File: src/rtl/lar_pkg.sv
package lar_pkg;

  typedef enum logic [1:0] {
    INIT_CPU = 2'd0,
    INIT_GFX = 2'd1,
    INIT_PCI = 2'd2,
    INIT_HUB = 2'd3
  } initiator_e;

  // Per-segment attribute pair as stored
  typedef struct packed {
    logic we;
    logic re;
  } seg_attr_t;

  localparam int unsigned ATTR_W = $bits(seg_attr_t);

  // Register slot that holds a segment: segment 0 is the 64 KB top block
  function automatic int unsigned seg_reg_idx(input int unsigned seg);
    return (seg == 0) ? 0 : 1 + (seg - 1) / 2;
  endfunction

  // Nibble (0 = low, 1 = high) that holds a segment
  function automatic int unsigned seg_nibble(input int unsigned seg);
    return (seg == 0) ? 1 : (seg - 1) % 2;
  endfunction

endpackage

File: src/rtl/lar_attr_regs.sv
module lar_attr_regs
  import lar_pkg::*;
#(
  parameter int unsigned NUM_REGION = 12,
  parameter logic [7:0]  CFG_BASE   = 8'h90,
  localparam int unsigned NUM_SEG   = NUM_REGION + 1,
  localparam int unsigned NUM_REG   = 1 + (NUM_REGION + 1) / 2
) (
  input  logic                      clk,
  input  logic                      rst_n,
  input  logic                      cfg_wr_en,
  input  logic [7:0]                cfg_addr,
  input  logic [7:0]                cfg_wdata,
  output logic [7:0]                cfg_rdata,
  output logic [ATTR_W*NUM_SEG-1:0] attr_flat
);

  logic       off_hit;
  logic [7:0] off_idx;
  logic [7:0] contrib [NUM_SEG];

  assign off_idx = cfg_addr - CFG_BASE;
  assign off_hit = (cfg_addr >= CFG_BASE) && (off_idx < 8'(NUM_REG));

  for (genvar s = 0; s < NUM_SEG; s++) begin : g_seg
    localparam int unsigned RIDX = seg_reg_idx(s);
    localparam int unsigned NIB  = seg_nibble(s);
    seg_attr_t attr_q;
    logic      sel;

    assign sel = off_hit && (off_idx == 8'(RIDX));

    always_ff @(posedge clk or negedge rst_n) begin
      if (!rst_n) begin
        attr_q <= '0;
      end else if (cfg_wr_en && sel) begin
        attr_q <= seg_attr_t'(cfg_wdata[NIB*4 +: ATTR_W]);
      end
    end

    assign attr_flat[s*ATTR_W +: ATTR_W] = attr_q;
    assign contrib[s] = sel ? (8'(attr_q) << (NIB*4)) : 8'h00;
  end

  always_comb begin
    cfg_rdata = 8'h00;
    for (int s = 0; s < NUM_SEG; s++) begin
      cfg_rdata = cfg_rdata | contrib[s];
    end
  end

endmodule

File: src/rtl/lar_seg_decode.sv
module lar_seg_decode #(
  parameter int unsigned ADDR_W       = 32,
  parameter int unsigned NUM_REGION   = 12,
  parameter int unsigned REGION_SHIFT = 14,
  localparam int unsigned NUM_SEG     = NUM_REGION + 1,
  localparam int unsigned SEG_W       = $clog2(NUM_SEG)
) (
  input  logic [ADDR_W-1:0] addr,
  output logic              in_window,
  output logic [SEG_W-1:0]  seg_idx
);

  localparam logic [ADDR_W-1:0] WIN_LO = ADDR_W'(32'h000C_0000);
  localparam logic [ADDR_W-1:0] WIN_HI = ADDR_W'(32'h0010_0000);
  localparam logic [ADDR_W-1:0] TOP_LO = WIN_LO + ADDR_W'(NUM_REGION << REGION_SHIFT);

  logic [ADDR_W-1:0] offset;
  logic [ADDR_W-1:0] region;

  assign in_window = (addr >= WIN_LO) && (addr < WIN_HI);
  assign offset    = addr - WIN_LO;
  assign region    = offset >> REGION_SHIFT;

  always_comb begin
    if (addr >= TOP_LO) begin
      seg_idx = '0;
    end else begin
      seg_idx = SEG_W'(region) + SEG_W'(1);
    end
  end

endmodule

File: src/rtl/lar_route_policy.sv
module lar_route_policy
  import lar_pkg::*;
(
  input  logic       in_window,
  input  logic       is_write,
  input  logic [1:0] initiator,
  input  seg_attr_t  attr,
  output logic       to_mem,
  output logic       to_hub,
  output logic       oow
);

  logic cpu_access;
  logic enabled;

  assign cpu_access = (initiator_e'(initiator) == INIT_CPU);
  assign enabled    = is_write ? attr.we : attr.re;

  always_comb begin
    oow    = !in_window;
    to_mem = 1'b0;
    to_hub = 1'b0;
    if (in_window) begin
      if (!cpu_access || enabled) begin
        to_mem = 1'b1;
      end else begin
        to_hub = 1'b1;
      end
    end
  end

endmodule

File: src/rtl/legacy_attr_router.sv
module legacy_attr_router
  import lar_pkg::*;
#(
  parameter int unsigned ADDR_W     = 32,
  parameter int unsigned NUM_REGION = 12,
  parameter logic [7:0]  CFG_BASE   = 8'h90,
  localparam int unsigned NUM_SEG   = NUM_REGION + 1,
  localparam int unsigned SEG_W     = $clog2(NUM_SEG)
) (
  input  logic              clk,
  input  logic              rst_n,
  input  logic              cfg_wr_en,
  input  logic [7:0]        cfg_addr,
  input  logic [7:0]        cfg_wdata,
  output logic [7:0]        cfg_rdata,
  input  logic [ADDR_W-1:0] req_addr,
  input  logic              req_write,
  input  logic [1:0]        req_initiator,
  output logic              route_mem,
  output logic              route_hub,
  output logic              out_of_window
);

  logic [ATTR_W*NUM_SEG-1:0] attr_flat;
  logic                      in_window;
  logic [SEG_W-1:0]          seg_idx;
  seg_attr_t                 seg_attr;

  lar_attr_regs #(
    .NUM_REGION(NUM_REGION),
    .CFG_BASE  (CFG_BASE)
  ) u_regs (
    .clk      (clk),
    .rst_n    (rst_n),
    .cfg_wr_en(cfg_wr_en),
    .cfg_addr (cfg_addr),
    .cfg_wdata(cfg_wdata),
    .cfg_rdata(cfg_rdata),
    .attr_flat(attr_flat)
  );

  lar_seg_decode #(
    .ADDR_W    (ADDR_W),
    .NUM_REGION(NUM_REGION)
  ) u_dec (
    .addr     (req_addr),
    .in_window(in_window),
    .seg_idx  (seg_idx)
  );

  always_comb begin
    seg_attr = '0;
    for (int s = 0; s < NUM_SEG; s++) begin
      if (seg_idx == SEG_W'(s)) begin
        seg_attr = seg_attr_t'(attr_flat[s*ATTR_W +: ATTR_W]);
      end
    end
  end

  lar_route_policy u_pol (
    .in_window(in_window),
    .is_write (req_write),
    .initiator(req_initiator),
    .attr     (seg_attr),
    .to_mem   (route_mem),
    .to_hub   (route_hub),
    .oow      (out_of_window)
  );

endmodule

File: config.mk
export PLATFORM = sky130hd
export DESIGN_NAME = legacy_attr_router
export DESIGN_NICKNAME = d
export VERILOG_FILES = /design/src/rtl/lar_pkg.sv /design/src/rtl/lar_attr_regs.sv /design/src/rtl/lar_seg_decode.sv /design/src/rtl/lar_route_policy.sv /design/src/rtl/legacy_attr_router.sv
export SDC_FILE = /design/constraint.sdc
export NUM_CORES = 1
export LEC_CHECK = 0
export ABC_AREA = 1
export BUFFER_PORTS_ARGS = -buffer_cell sky130_fd_sc_hd__buf_4
export CAP_MARGIN = 30
export CORE_ASPECT_RATIO = 1.5
export CORE_MARGIN = 5
export CORE_UTILIZATION = 53
export DETAILED_ROUTE_END_ITERATION = 8
export PLACE_DENSITY = 0.85
export SYNTH_ARGS = -nofsm -noshare
export SYNTH_HDL_FRONTEND = slang
export SYNTH_SLANG_ARGS = --single-unit
export TNS_END_PERCENT = 30
File: constraint.sdc
create_clock -name clk -period 3.7 [get_ports clk]
set_input_delay 0 -clock clk [delete_from_list [all_inputs] [get_ports clk]]
set_output_delay 0 -clock clk [all_outputs]
set_load 0.01 [all_outputs]
# == Word-level counts from Yosys, hierarchy flattened ==
# Index checks and enable logic that the tools add are counted.
# classes
mux,32
bitwise_logic,12
addsub,3
n_reduce_logical,22
order_cmp,5
n_eq_ne,18
# op_table
cell,count
$ge 32x20->1 const B,2
$or 8x8->8,7
$mux 6,7
$mux 2,19
$lt 32x21->1 const B,1
$eq 8x3->1 const B,3
$or 8x6->8,3
$eq 4x4->1 const B,5
$sub 18x1->18 const B,1
$eq 4x3->1 const B,4
$eq 8x2->1 const B,2
$logic_and 1x1->1,16
$or 8x2->8,2
$eq 4x2->1 const B,2
$eq 8x1->1 const B,1
$ge 8x8->1 const B,1
$logic_not 8->1,1
$lt 8x3->1 const B,1
$sub 8x8->8 const B,1
$mux 1,5
$add 4x1->4 const B,1
$eq 4x1->1 const B,1
$logic_not 4->1,1
$mux 4,1
3 further kinds,4
# word_totals
wordCells,118
out_inout_bits,11
in_bits,54
regBits,26

# == Longest topological paths before layout ==
# Gate-level depths: netlist of the first run.
# depth
ltp_word,21
mapped_depth,18
mapped_depth_nobuf,18

# == Hierarchy ==
# Synthesis of the first run repeated with hierarchy kept, for this count alone.
# hier_totals
hier_cells,292
hier_area_um2,1951.9
# by_module_without_submodules
mod,n_inst,cells_each,area_per_inst_um2,seq_area_each_um2
lar_attr_regs,1,185,1442.6,650.6
legacy_attr_router,1,69,311.5,0.0
lar_seg_decode,1,29,152.6,0.0
lar_route_policy,1,9,45.0,0.0

# == Worst setup path after synthesis of the first run ==
# OpenSTA, ideal clock, no wires.
# synth_path
path_kind,input to output
startpoint,in req_addr[14]
endpoint,out route_mem
arrival_ns,1.419
n_path_buf,0
cell_stages,16
slack_ns,2.281
t_required_ns,3.700
cell_sequence,ha_1 > xor2_2 > inv_2 > nor2_4 > inv_2 > nor2_4 > inv_2 > nor2_2 > nand2_1 > nand4_1 > nand2_1 > nand3_1 > nand2_1 > nand3_2 > nand2_1 > inv_1
# synth_via
elab_chain_len,21
elab_cells_between_ends,37
classes_between,2 x add/sub; 3 x order compare; 12 x eq/ne; 17 x mux; 3 x reduce/logical
# synth_lines
element,line_no,rtl
"start, declared",legacy_attr_router.sv:16,"input logic [ADDR_W-1:0] req_addr,"
$sub 18x1->18,lar_seg_decode.sv:21,assign offset = addr - WIN_LO;
$add 4x1->4,lar_seg_decode.sv:28,seg_idx = SEG_W'(region) + SEG_W'(1);
$mux 4,lar_seg_decode.sv:25,if (addr >= TOP_LO) begin
$logic_not 4->1,legacy_attr_router.sv:54,if (seg_idx == SEG_W'(s)) begin
$mux 2 (13 in series),legacy_attr_router.sv:54,
$mux 1,lar_route_policy.sv:17,assign enabled = is_write ? attr.we : attr.re;
$logic_or 1x1->1,lar_route_policy.sv:24,if (!cpu_access || enabled) begin
$mux 1,lar_route_policy.sv:24,
$mux 1 *,lar_route_policy.sv:23,if (in_window) begin
"end, declared",legacy_attr_router.sv:19,"output logic route_mem,"
# Every way passes the cells marked *; elsewhere a longest branch is shown, timed or not.

# == Final worst setup path of the first run ==
# Same ends and word-level chain as after synthesis.

==> flow_summary_export.csv, run 1 <==
group,metric,value,unit
die,start_util,53.85,%
logic_synthesis,synth_top_area_share,36.06,%
clock_network,clkTransAtPathRegs,0.08,ns
power_and_ir_drop,peakVddDrop,0.2266,mV
die,die-area,0.004695,mm2
sta,fin_hold_ws,0.09139,ns
global_routing,grt_overflow,0,
drt,first_pass_iters,4,
critical_path,r2r_slack,2.97,ns
sta,hold_viol,0,
sta,period_needed,1.878,ns
critical_path,critPathLaunchType,"primary input",
clock_network,h-tree-depth,1,
logic_synthesis,synth_edf_count,0,
logic_synthesis,synth_area_per_cell,6.993,um2
logic_synthesis,synthTopCellsByCount,"72 x nand2_1, 30 x inv_1, 28 x nor2_1, 27 x o21ai_0, 26 x dfrtp_1",
clock_network,tritoncts,"built",
clock_network,clk_path_buf_depth,2,
clock_network,cts_hold_buf,1,
critical_path,cp.arrival,1.88,ns
clock_network,cts_repair_resize_count,0,
sta,drv_slew,0,
logic_synthesis,synth_area,0.001804,mm2
run_status,status,"finished, final reports clean",
drt,dr.first_iter.drc_count,66,
die,dieWidth,57.64,um
logic_synthesis,yosys_register_bits,26,
power_and_ir_drop,switching_share,24.59,%
job,drv_cap,0,
power_and_ir_drop,p_clk_share,27.6,%
global_routing,grt_pass1_vias,1836,
drt,drtAntennaViolNets,0,
logic_synthesis,synth.most_common_cell,"nand2_1",
die,io_pins,65,
logic_synthesis,yosysWarnings,0,
worst_hold_path,hp-class,"primary input to flip-flop",
logic_synthesis,yosysTopAreaCell,"dfrtp_1",
logic_synthesis,async_flop_share,100.0,%
critical_path,crit_path_end_kind,"output pin",
clock_network,clock_sinks,26,
critical_path,crit_type,"primary input to output pin",
drt,via_per_inst,5.281,
logic_synthesis,synth_cells,258,
die,core_region_area,0.003351,mm2
power_and_ir_drop,intPower,408.0,uW
drt,vias,1822,
power_and_ir_drop,powerDensity,245.4,mW/mm2
power_and_ir_drop,seq_power_share,56.9,%
finish,drive_gt1_share,24.09,%
die,die_h,81.46,um
logic_synthesis,synthTopCellsByArea,"dfrtp_1 36%, nand2_1 15%, o21ai_0 7.5%, inv_1 6.2%, nor2_1 5.8%",
finish,area_growth,22.19,%
finish,n_antenna_cell,0,
logic_synthesis,synthFlopType,"dfrtp_1",
logic_synthesis,ys_seq_area_share,36.06,%
drt,wirelength,4.468,mm
drt,wl_per_cell,12.95,um
clock_network,numCtsBuffers,3,
sta,rsz0062_at_grt,"false",
sta,finalClockSkew,0,ns
clock_network,post-cts-setup-buffer-count,0,
worst_hold_path,holdPathStages,3,
die,num_rows,26,
sta,clock.fmax,0.5324,GHz
finish,regArea,650.6,um2
drt,drc,0,
critical_path,rr_worst_depth,2,
clock_network,clock_latency,0.26,ns
finish,nets,361,
critical_path,worst-path-max-fanout,5,
power_and_ir_drop,p_leak,0.001071,uW
clock_network,cts_root_buffer,"clkbuf_8",
logic_synthesis,ys_types,26,
placement,gp_congestion,0.9322,
placement,io_buffers,42,
finish,multi_input_area,999.7,um2
power_and_ir_drop,switchingPower,133.0,uW
global_routing,grt_start_max_net_pins,27,
sta,final.setup.tns,0,ns
global_routing,antenna_found_initial,0,
power_and_ir_drop,comb_power_share,15.5,%
critical_path,required,3.70,ns
sta,min_period_over_period,50.76,%
finish,fillers,314,
finish,largest_reg_flops,26,
global_routing,grt_pass1_wl,7.576,mm
global_routing,grt_usage,20.46,%
placement,hpwl,3.692,mm
sta,setup-violations-final,0,
==> worst paths after layout <==
kind / from / to
worst min register to register: u_regs.attr_flat[11] / u_regs.attr_flat[11]
worst min-delay path: cfg_wdata[0] / u_regs.attr_flat[18]
worst max-delay path: req_addr[14] / route_mem
max in group asynchronous: rst_n / u_regs.attr_flat[24]
min in group asynchronous: rst_n / u_regs.attr_flat[4]
worst max register to register: u_regs.attr_flat[23] / u_regs.attr_flat[23]
==> metal layers <==
metal | GRT usage (%) | vias up | part of all wire, %
met3 | 2.201 | 17 | 5.1
met2 | 40.84 | 61 | 55
met4 | 9.513 | 0 | 3.4
li1 | - | 920 | -
met1 | 20.50 | 824 | 36
met5 | 0 | - | 0
==> worst max-delay path, stage by stage <==
cell and delay [ns]:
buf_4 0.12, inv_1 0.14, ha_1 0.30, o211ai_1 0.39
nand3_1 0.13, nand2_1 0.08, nor2_1 0.04, nand3_1 0.06
nand2_1 0.06, nand4_1 0.07, nand2_1 0.05, nand4_1 0.07
nand2_1 0.07, nand3_2 0.06, nand2_1 0.05, inv_1 0.05
buf_4 0.11
==> power groups by stage <==
stage	sequential, uW	combinational (uW)	clock, uW
global placement	312	81.5	0
CTS	307	85.1	152
finish	308	84.0	149
detailed placement	313	83.5	0
floorplan	309	42.3	0
global route	309	96.5	164
==> cell type report <==
type / count / area share [%]
timing repair buffer: 43 / 14.76
clock buffer: 3 / 1.873
multi-input combinational: 195 / 45.35
inverter: 36 / 6.129
tap: 42 / 2.384
sequential: 26 / 29.51
==> stage by stage <==
| stage | setup slack (ns) | total power, uW | std cells | cell area (um2) | util [%] |
|---|---|---|---|---|---|
| 2_1_floorplan | 2.281 | 351.1 | 261 | 1815 | - |
| 3_3_place_gp | 1.839 | 393.9 | 341 | 2153 | 64.26 |
| 6_report | 1.822 | 541.0 | 345 | 2205 | 65.80 |
| 3_5_place_dp | 1.821 | 396.1 | 341 | 2153 | 64.26 |
| 5_1_grt | 1.523 | 569.2 | 345 | 2205 | 65.80 |
| 4_1_cts | 1.808 | 544.3 | 345 | 2205 | 65.80 |
==> cells in the final DEF, fill, tap and decap left out, types with 3 or more instances in the layout <==
master / n
nand3_1: 14
dfrtp_1: 26
a21oi_1: 3
conb_1: 4
nor3_1: 4
inv_1: 30
nand2_1: 72
nor2_2: 5
nor2_1: 28
o21ai_0: 27
clkbuf_8: 3
nand2_2: 4
nand3_2: 3
a221oi_1: 4
nand4_1: 10
inv_2: 6
buf_4: 42
nor2_4: 4
==> cell families after synthesis <==
| group | synth area share (%) |
|---|---|
| compound gates | 12.55 |
| flops | 36.06 |
| fa+ha+maj | 1.387 |
| other cells | 0.2078 |
| buf+inv | 9.154 |
| xor+xnor | 0.9018 |
| simple gates | 39.74 |
(Power assumes the default switching activity.)
==> inputs of run 2 (changes only) <==
- CORE_UTILIZATION: 53 -> 45
- PLACE_DENSITY: 0.85 -> 0.76
- clock period: 3.7 -> 1.6 ns (I/O delays scaled with it)
==> run 2 against run 1 <==
Die area increased by 15%. Hold slack got worse by 0.014 ns. Critical path type unchanged. Non-clock buffer count grew 29. Sequential share of layout area is 4.1 points lower. Global-route usage fell by 1.3 points. Final area rose by 16%. Clock skew unchanged. The flow now finishes with violations (setup timing). Total power grew to 2.7 times the previous value. Critical endpoint unchanged. Sequential cell count did not move. Clock-buffer cell count is the same.
==> flow_summary_export.csv, run 2 (synthesis gave the netlist of run 1 again) <==
group,metric,value,unit
die,die-area,0.005402,mm2
clock_network,clk_path_buf_depth,2,
sta,worst_slew_pin_slew,0.6310,ns
critical_path,slowest_stage,"xor2_4",
global_routing,grt_pass1_vias,1856,
job,drv_cap,0,
drt,drc,0,
drt,via_per_inst,5.127,
critical_path,crit_path_end_kind,"output pin",
finish,final_common_cell,"nand2_1",
drt,vias,1938,
sta,hold_viol,0,
power_and_ir_drop,peakVddDrop,0.7538,mV
power_and_ir_drop,p_leak,0.001223,uW
drt,drtAntennaViolNets,0,
die,dieWidth,61.70,um
die,io_pins,65,
clock_network,clock_latency,0.27,ns
global_routing,grt_usage,19.13,%
global_routing,grt_pass1_wl,7.797,mm
finish,final_util,65.31,%
power_and_ir_drop,seq_power_share,48.0,%
placement,gp_congestion,0.9125,
critical_path,worst-path-max-fanout,4,
power_and_ir_drop,p_clk_share,35.5,%
placement,hpwl,3.970,mm
critical_path,critPathLaunchType,"primary input",
power_and_ir_drop,switching_share,23.03,%
sta,min_period_over_period,113.3,%
sta,relSlewSlack,57.61,%
run_status,status,"complete, but fails checks",
critical_path,rr_worst_depth,2,
worst_hold_path,holdPathStages,3,
die,die_h,87.55,um
critical_path,crit_type,"primary input to output pin",
clock_network,clock_sinks,26,
finish,n_antenna_cell,0,
sta,fin_hold_ws,0.07701,ns
die,num_rows,28,
power_and_ir_drop,intPower,1141,uW
sta,setup-violations-final,2,
clock_network,tritoncts,"built",
worst_hold_path,hp-class,"primary input to flip-flop",
die,core_region_area,0.003924,mm2
sta,clock.fmax,0.5517,GHz
drt,dr.first_iter.drc_count,91,
sta,rsz0062_at_grt,"true",
finish,area_growth,42.03,%
clock_network,clkTransAtPathRegs,0.08,ns
global_routing,antenna_found_initial,0,
die,start_util,45.98,%
placement,dp.cells,367,
critical_path,required,1.60,ns
finish,layout_common_cells,"69 x nand2_1, 68 x buf_4, 30 x inv_1",
finish,drive_gt1_share,34.53,%
finish,fillers,354,
sta,worst_slack,-0.2126,ns
finish,largest_reg_flops,26,
sta,period_needed,1.813,ns
finish,nets,390,
clock_network,h-tree-depth,1,
critical_path,worstSetupPathDepth,18,
sta,final.setup.tns,-0.3849,ns
critical_path,crit_buf_inv,6,
power_and_ir_drop,comb_power_share,16.5,%
finish,fin_cells,378,
drt,wl_per_cell,13.24,um
critical_path,cp.arrival,1.81,ns
critical_path,critPathMaxStageDelay,0.22,ns
clock_network,numCtsBuffers,3,
sta,drv_slew,0,
finish,multi_input_area,0.001086,mm2
global_routing,grt_overflow,0,
placement,io_buffers,42,
power_and_ir_drop,switchingPower,341.5,uW
global_routing,grt_start_max_net_pins,27,
power_and_ir_drop,powerDensity,578.7,mW/mm2
critical_path,cp_cell_sequence,"buf_4 -> ha_4 -> xor2_4 -> inv_2 -> nor2_4 -> inv_2 -> nor2_4 -> inv_2 -> nor3_2 -> nor2_1 -> nand4_1 -> nand2_1 -> nand3_1 -> nand2_1 -> nand3_2 -> nand2_1 -> inv_1 -> buf_4",
finish,regArea,650.6,um2
run_status,violations,"setup timing",
clock_network,cts_root_buffer,"clkbuf_8",
critical_path,crit_family,"simple AND/OR/NAND/NOR gates",
drt,wirelength,5.006,mm
drt,first_pass_iters,4,
sta,finalClockSkew,0,ns
## run 2: cell count changes in the layout (fill, tap and decap cells not counted), sizes merged
cell	before	now
bufinv	0	1
buf	42	71
## run 2: worst min-delay path, delay by kind of cell
kind            cells  cell delay, ns
buf+inv             2            0.15
compound gates      1            0.16
## run 2: worst paths after layout
kind,start,endpoint,slack (ns)
setup / recovery,req_addr[14],route_mem,-0.21
hold / removal,cfg_wdata[1],u_regs.attr_flat[7],0.08
setup reg to reg,u_regs.attr_flat[12],u_regs.attr_flat[12],0.90
hold reg to reg,u_regs.attr_flat[10],u_regs.attr_flat[10],0.50
max in group asynchronous,rst_n,u_regs.attr_flat[6],1.18
min in group asynchronous,rst_n,u_regs.attr_flat[4],0.18
## run 2: layout make-up
cell class,instances,share of cell area (%)
clock buffer,3,1.611
clock inverter,1,1.172
inverter,36,5.273
multi-input combinational,195,42.38
sequential,26,25.39
tap,45,2.197
timing repair buffer,72,21.97
## run 2: power by group through the flow
stage                     Combinational (uW)  Sequential [uW]  Clock (uW)
after floorplan                         97.8              714           0
after global routing                     271              714         569
after global placement                   218              722           0
after CTS                                228              709         541
final                                    245              711         526
after detailed placement                 221              722           0
## run 2: routing by layer
metal,up-vias,part of all wire [%],GRT usage (%),routed length [um]
li1,981,-,-,-
met1,873,36,20.09,1794
met2,63,57,35.18,2839
met3,21,3.6,1.327,181
met4,0,3.8,11.58,192
met5,-,0,0,0
## run 2: timing repair
action                                 in CTS  in global routing
pin swaps                                   3                 10
resized for setup                           2                 18
endpoints found under the hold margin      26                  0
hold buffers                                1                  0
setup endpoints to repair                   2                  4
setup buffers                               2                  4
## run 2: through the flow
stage	total power, uW	instance area [um2]	worst slack, ns
finish	1483	2562	-0.2126
global route	1554	2562	-0.3498
CTS	1478	2447	-0.1881
detailed placement	943.4	2342	-0.2351
global placement	939.6	2342	-0.2590
floorplan	812.0	1815	0.1809
==> inputs of run 3 (changes only) <==
- CORE_UTILIZATION: 45 -> 46
- PLACE_DENSITY: 0.76 -> 0.77
- SYNTH_HIERARCHICAL: unset -> 1
==> run 3 against run 2 <==
The flow still finishes with violations (setup timing). Sequential cell count stayed put. Via count up 11%. Die area up 5.0%. Combinational power up 13%. First-iteration DRC count increased by 9.9%. Hold slack better by 0.022 ns. Maximum frequency shrank 3.9%. Sequential power rose by 3.8%. Largest power group unchanged.
==> flow_summary_export.csv, run 3 <==
group,metric,value,unit
finish,n_antenna_cell,0,
finish,final_util,64.41,%
critical_path,worst-path-max-fanout,4,
run_status,violations,"setup timing",
clock_network,h-tree-depth,1,
placement,hpwl,4.413,mm
run_status,status,"complete, but fails checks",
drt,dr.first_iter.drc_count,100,
logic_synthesis,synthTopCellsByArea,"dfrtp_1 33%, nand2_1 16%, nor2_1 7.3%, inv_1 6.9%, o21ai_0 6.4%",
worst_hold_path,worstHoldEndpoint,"u_regs/attr_flat[0]",
finish,design_area,0.002688,mm2
placement,post-place-ws,-0.2870,ns
drt,via_per_inst,5.358,
clock_network,cts_root_buffer,"clkbuf_8",
global_routing,grt_pass1_vias,1962,
power_and_ir_drop,p_leak,0.001339,uW
clock_network,clock_latency,0.27,ns
power_and_ir_drop,peakVddDrop,0.4648,mV
power_and_ir_drop,switchingPower,394.8,uW
global_routing,grt_start_max_net_pins,27,
logic_synthesis,synth_cells,292,
logic_synthesis,synthTopCellsByCount,"81 x nand2_1, 38 x nor2_1, 36 x inv_1, 26 x dfrtp_1, 25 x o21ai_0",
power_and_ir_drop,intPower,1040,uW
power_and_ir_drop,switching_share,27.51,%
logic_synthesis,yosys_register_bits,26,
logic_synthesis,synth_edf_count,0,
drt,vias,2143,
finish,multi_input_area,0.001246,mm2
sta,min_period_over_period,117.9,%
sta,finalClockSkew,0,ns
critical_path,cp-startpoint,"req_addr[23]",
logic_synthesis,ys_types,29,
worst_hold_path,hp-class,"primary input to flip-flop",
worst_hold_path,holdPathStages,3,
global_routing,antenna_found_initial,0,
worst_hold_path,hold_start,"cfg_wr_en",
logic_synthesis,yosysTopAreaCell,"dfrtp_1",
critical_path,r2r_slack,0.87,ns
die,start_util,46.78,%
drt,wirelength,5.858,mm
drt,first_pass_iters,5,
finish,regArea,650.6,um2
clock_network,clock_sinks,26,
die,num_rows,29,
drt,drtAntennaViolNets,0,
power_and_ir_drop,seq_power_share,51.4,%
power_and_ir_drop,total_power,1435,uW
die,dieWidth,63.19,um
clock_network,numCtsBuffers,3,
critical_path,crit_path_end_kind,"output pin",
critical_path,cp.arrival,1.89,ns
job,drv_cap,0,
logic_synthesis,synth.most_common_cell,"nand2_1",
logic_synthesis,yosysWarnings,6,
power_and_ir_drop,p_clk_share,29.3,%
critical_path,critPathLaunchType,"primary input",
critical_path,rr_worst_depth,2,
clock_network,tritoncts,"built",
clock_network,clk_path_buf_depth,2,
clock_network,clkTransAtPathRegs,0.09,ns
power_and_ir_drop,comb_power_share,19.2,%
drt,drc,0,
power_and_ir_drop,powerDensity,534.0,mW/mm2
logic_synthesis,synth_area,0.001952,mm2
die,die-area,0.005673,mm2
logic_synthesis,synth_top_area_share,33.33,%
die,die_h,89.78,um
global_routing,grt_pass1_wl,9.149,mm
global_routing,grt_usage,19.88,%
critical_path,required,1.60,ns
die,io_pins,65,
placement,io_buffers,42,
sta,worst_slack,-0.2864,ns
logic_synthesis,ys_seq_area_share,33.33,%
placement,gp_congestion,0.8760,
global_routing,grt_overflow,0,
drt,wl_per_cell,14.65,um
sta,clock.fmax,0.5301,GHz
sta,fin_hold_ws,0.09921,ns
sta,hold_viol,0,
logic_synthesis,synth_area_per_cell,6.684,um2
finish,area_growth,37.69,%
finish,final_common_cell,"nand2_1",
logic_synthesis,synthFlopType,"dfrtp_1",
sta,period_needed,1.886,ns
finish,drive_gt1_share,31.92,%
finish,largest_reg_flops,26,
critical_path,r2r_end,"u_regs/attr_flat[2]",
placement,place_area,0.002387,mm2
sta,rsz0062_at_grt,"true",
critical_path,r2r-start,"u_regs/attr_flat[2]",
logic_synthesis,async_flop_share,100.0,%
sta,drv_slew,0,
sta,setup-violations-final,2,
finish,nets,411,
finish,layout_common_cells,"79 x nand2_1, 44 x buf_4, 36 x inv_1",
die,core_region_area,0.004173,mm2
critical_path,crit_type,"primary input to output pin",
finish,fillers,377,
run 3: cell types whose count changed after synthesis, moves of 4 or more:
cell and change:
a221oi_1 -4, nand2_1 +9, nand4_1 +7, inv_1 +6, nor2_1 +10, nor2_2 +4, nand2_2 +4
run 3: metrics by stage:
| stage | std cells | TNS [ns] |
|---|---|---|
| after floorplan | 295 | 0 |
| after global placement | 390 | -0.5125 |
| after detailed placement | 390 | -0.5479 |
| after CTS | 400 | -0.5081 |
| after global routing | 400 | -0.8920 |
| final | 400 | -0.5563 |
run 3: worst max path at each step:
stage	to	slack, ns
2_1_floorplan	route_hub	0.06
3_3_place_gp	route_mem	-0.27
3_5_place_dp	route_mem	-0.29
4_1_cts	route_mem	-0.27
5_1_grt	route_mem	-0.45
6_report	route_mem	-0.29
run 3: layer usage:
metal	vias to the layer above	global-route usage, %	part of all wire, %
met4	0	7.799	2.5
met3	13	2.868	7.5
li1	1047	-	-
met1	986	23.50	36
met2	97	35.36	54
met5	-	0	0
run 3: logic make-up (layout without fill, tap and decap cells):
logic type / after synthesis / count (layout) / synth area share, %
flops: 26 / 26 / 33.33
buf+inv: 48 / 107 / 10.45
other cells: 1 / 4 / 0.1921
compound gates: 28 / 28 / 7.500
xor+xnor: 2 / 2 / 0.8976
fa+ha+maj: 2 / 2 / 1.282
simple gates: 185 / 185 / 46.35
run 3: what timing repair did:
action	4_1_cts	5_1_grt
setup endpoints to repair	2	2
setup buffers	1	0
hold buffers	5	0
resized for setup	21	28
hold endpoints to repair	34	0
pin swaps	19	14
run 3: final cells by class:
| cell class | count | area share [%] |
|---|---|---|
| Inverter | 42 | 6.052 |
| Multi-Input combinational cell | 221 | 46.37 |
| Clock buffer | 4 | 2.048 |
| Tap cell | 46 | 2.142 |
| Timing Repair Buffer | 61 | 19.18 |
| Sequential cell | 26 | 24.21 |
run 3: power groups by stage:
stage	logic, uW	clock network, uW	registers [uW]
6_report	276	421	738
2_1_floorplan	118	0	729
5_1_grt	305	443	742
3_3_place_gp	224	0	749
3_5_place_dp	231	0	750
4_1_cts	256	421	736
run 3: critical path: stages:
cell and delay, ns:
buf_4 0.12, nor2_2 0.08, nand2_1 0.08, nor2_2 0.15, nand2_4 0.11, nor2_4 0.10, buf_6 0.13, inv_4 0.05
nand2_4 0.08, nor2_4 0.04, a21oi_2 0.12, nand3_1 0.08, nand2_1 0.07, nand4_1 0.08, nor2_1 0.11, nand4_1 0.09
nand2_1 0.09, nand3_2 0.09, nand2_1 0.07, inv_1 0.04, buf_6 0.11
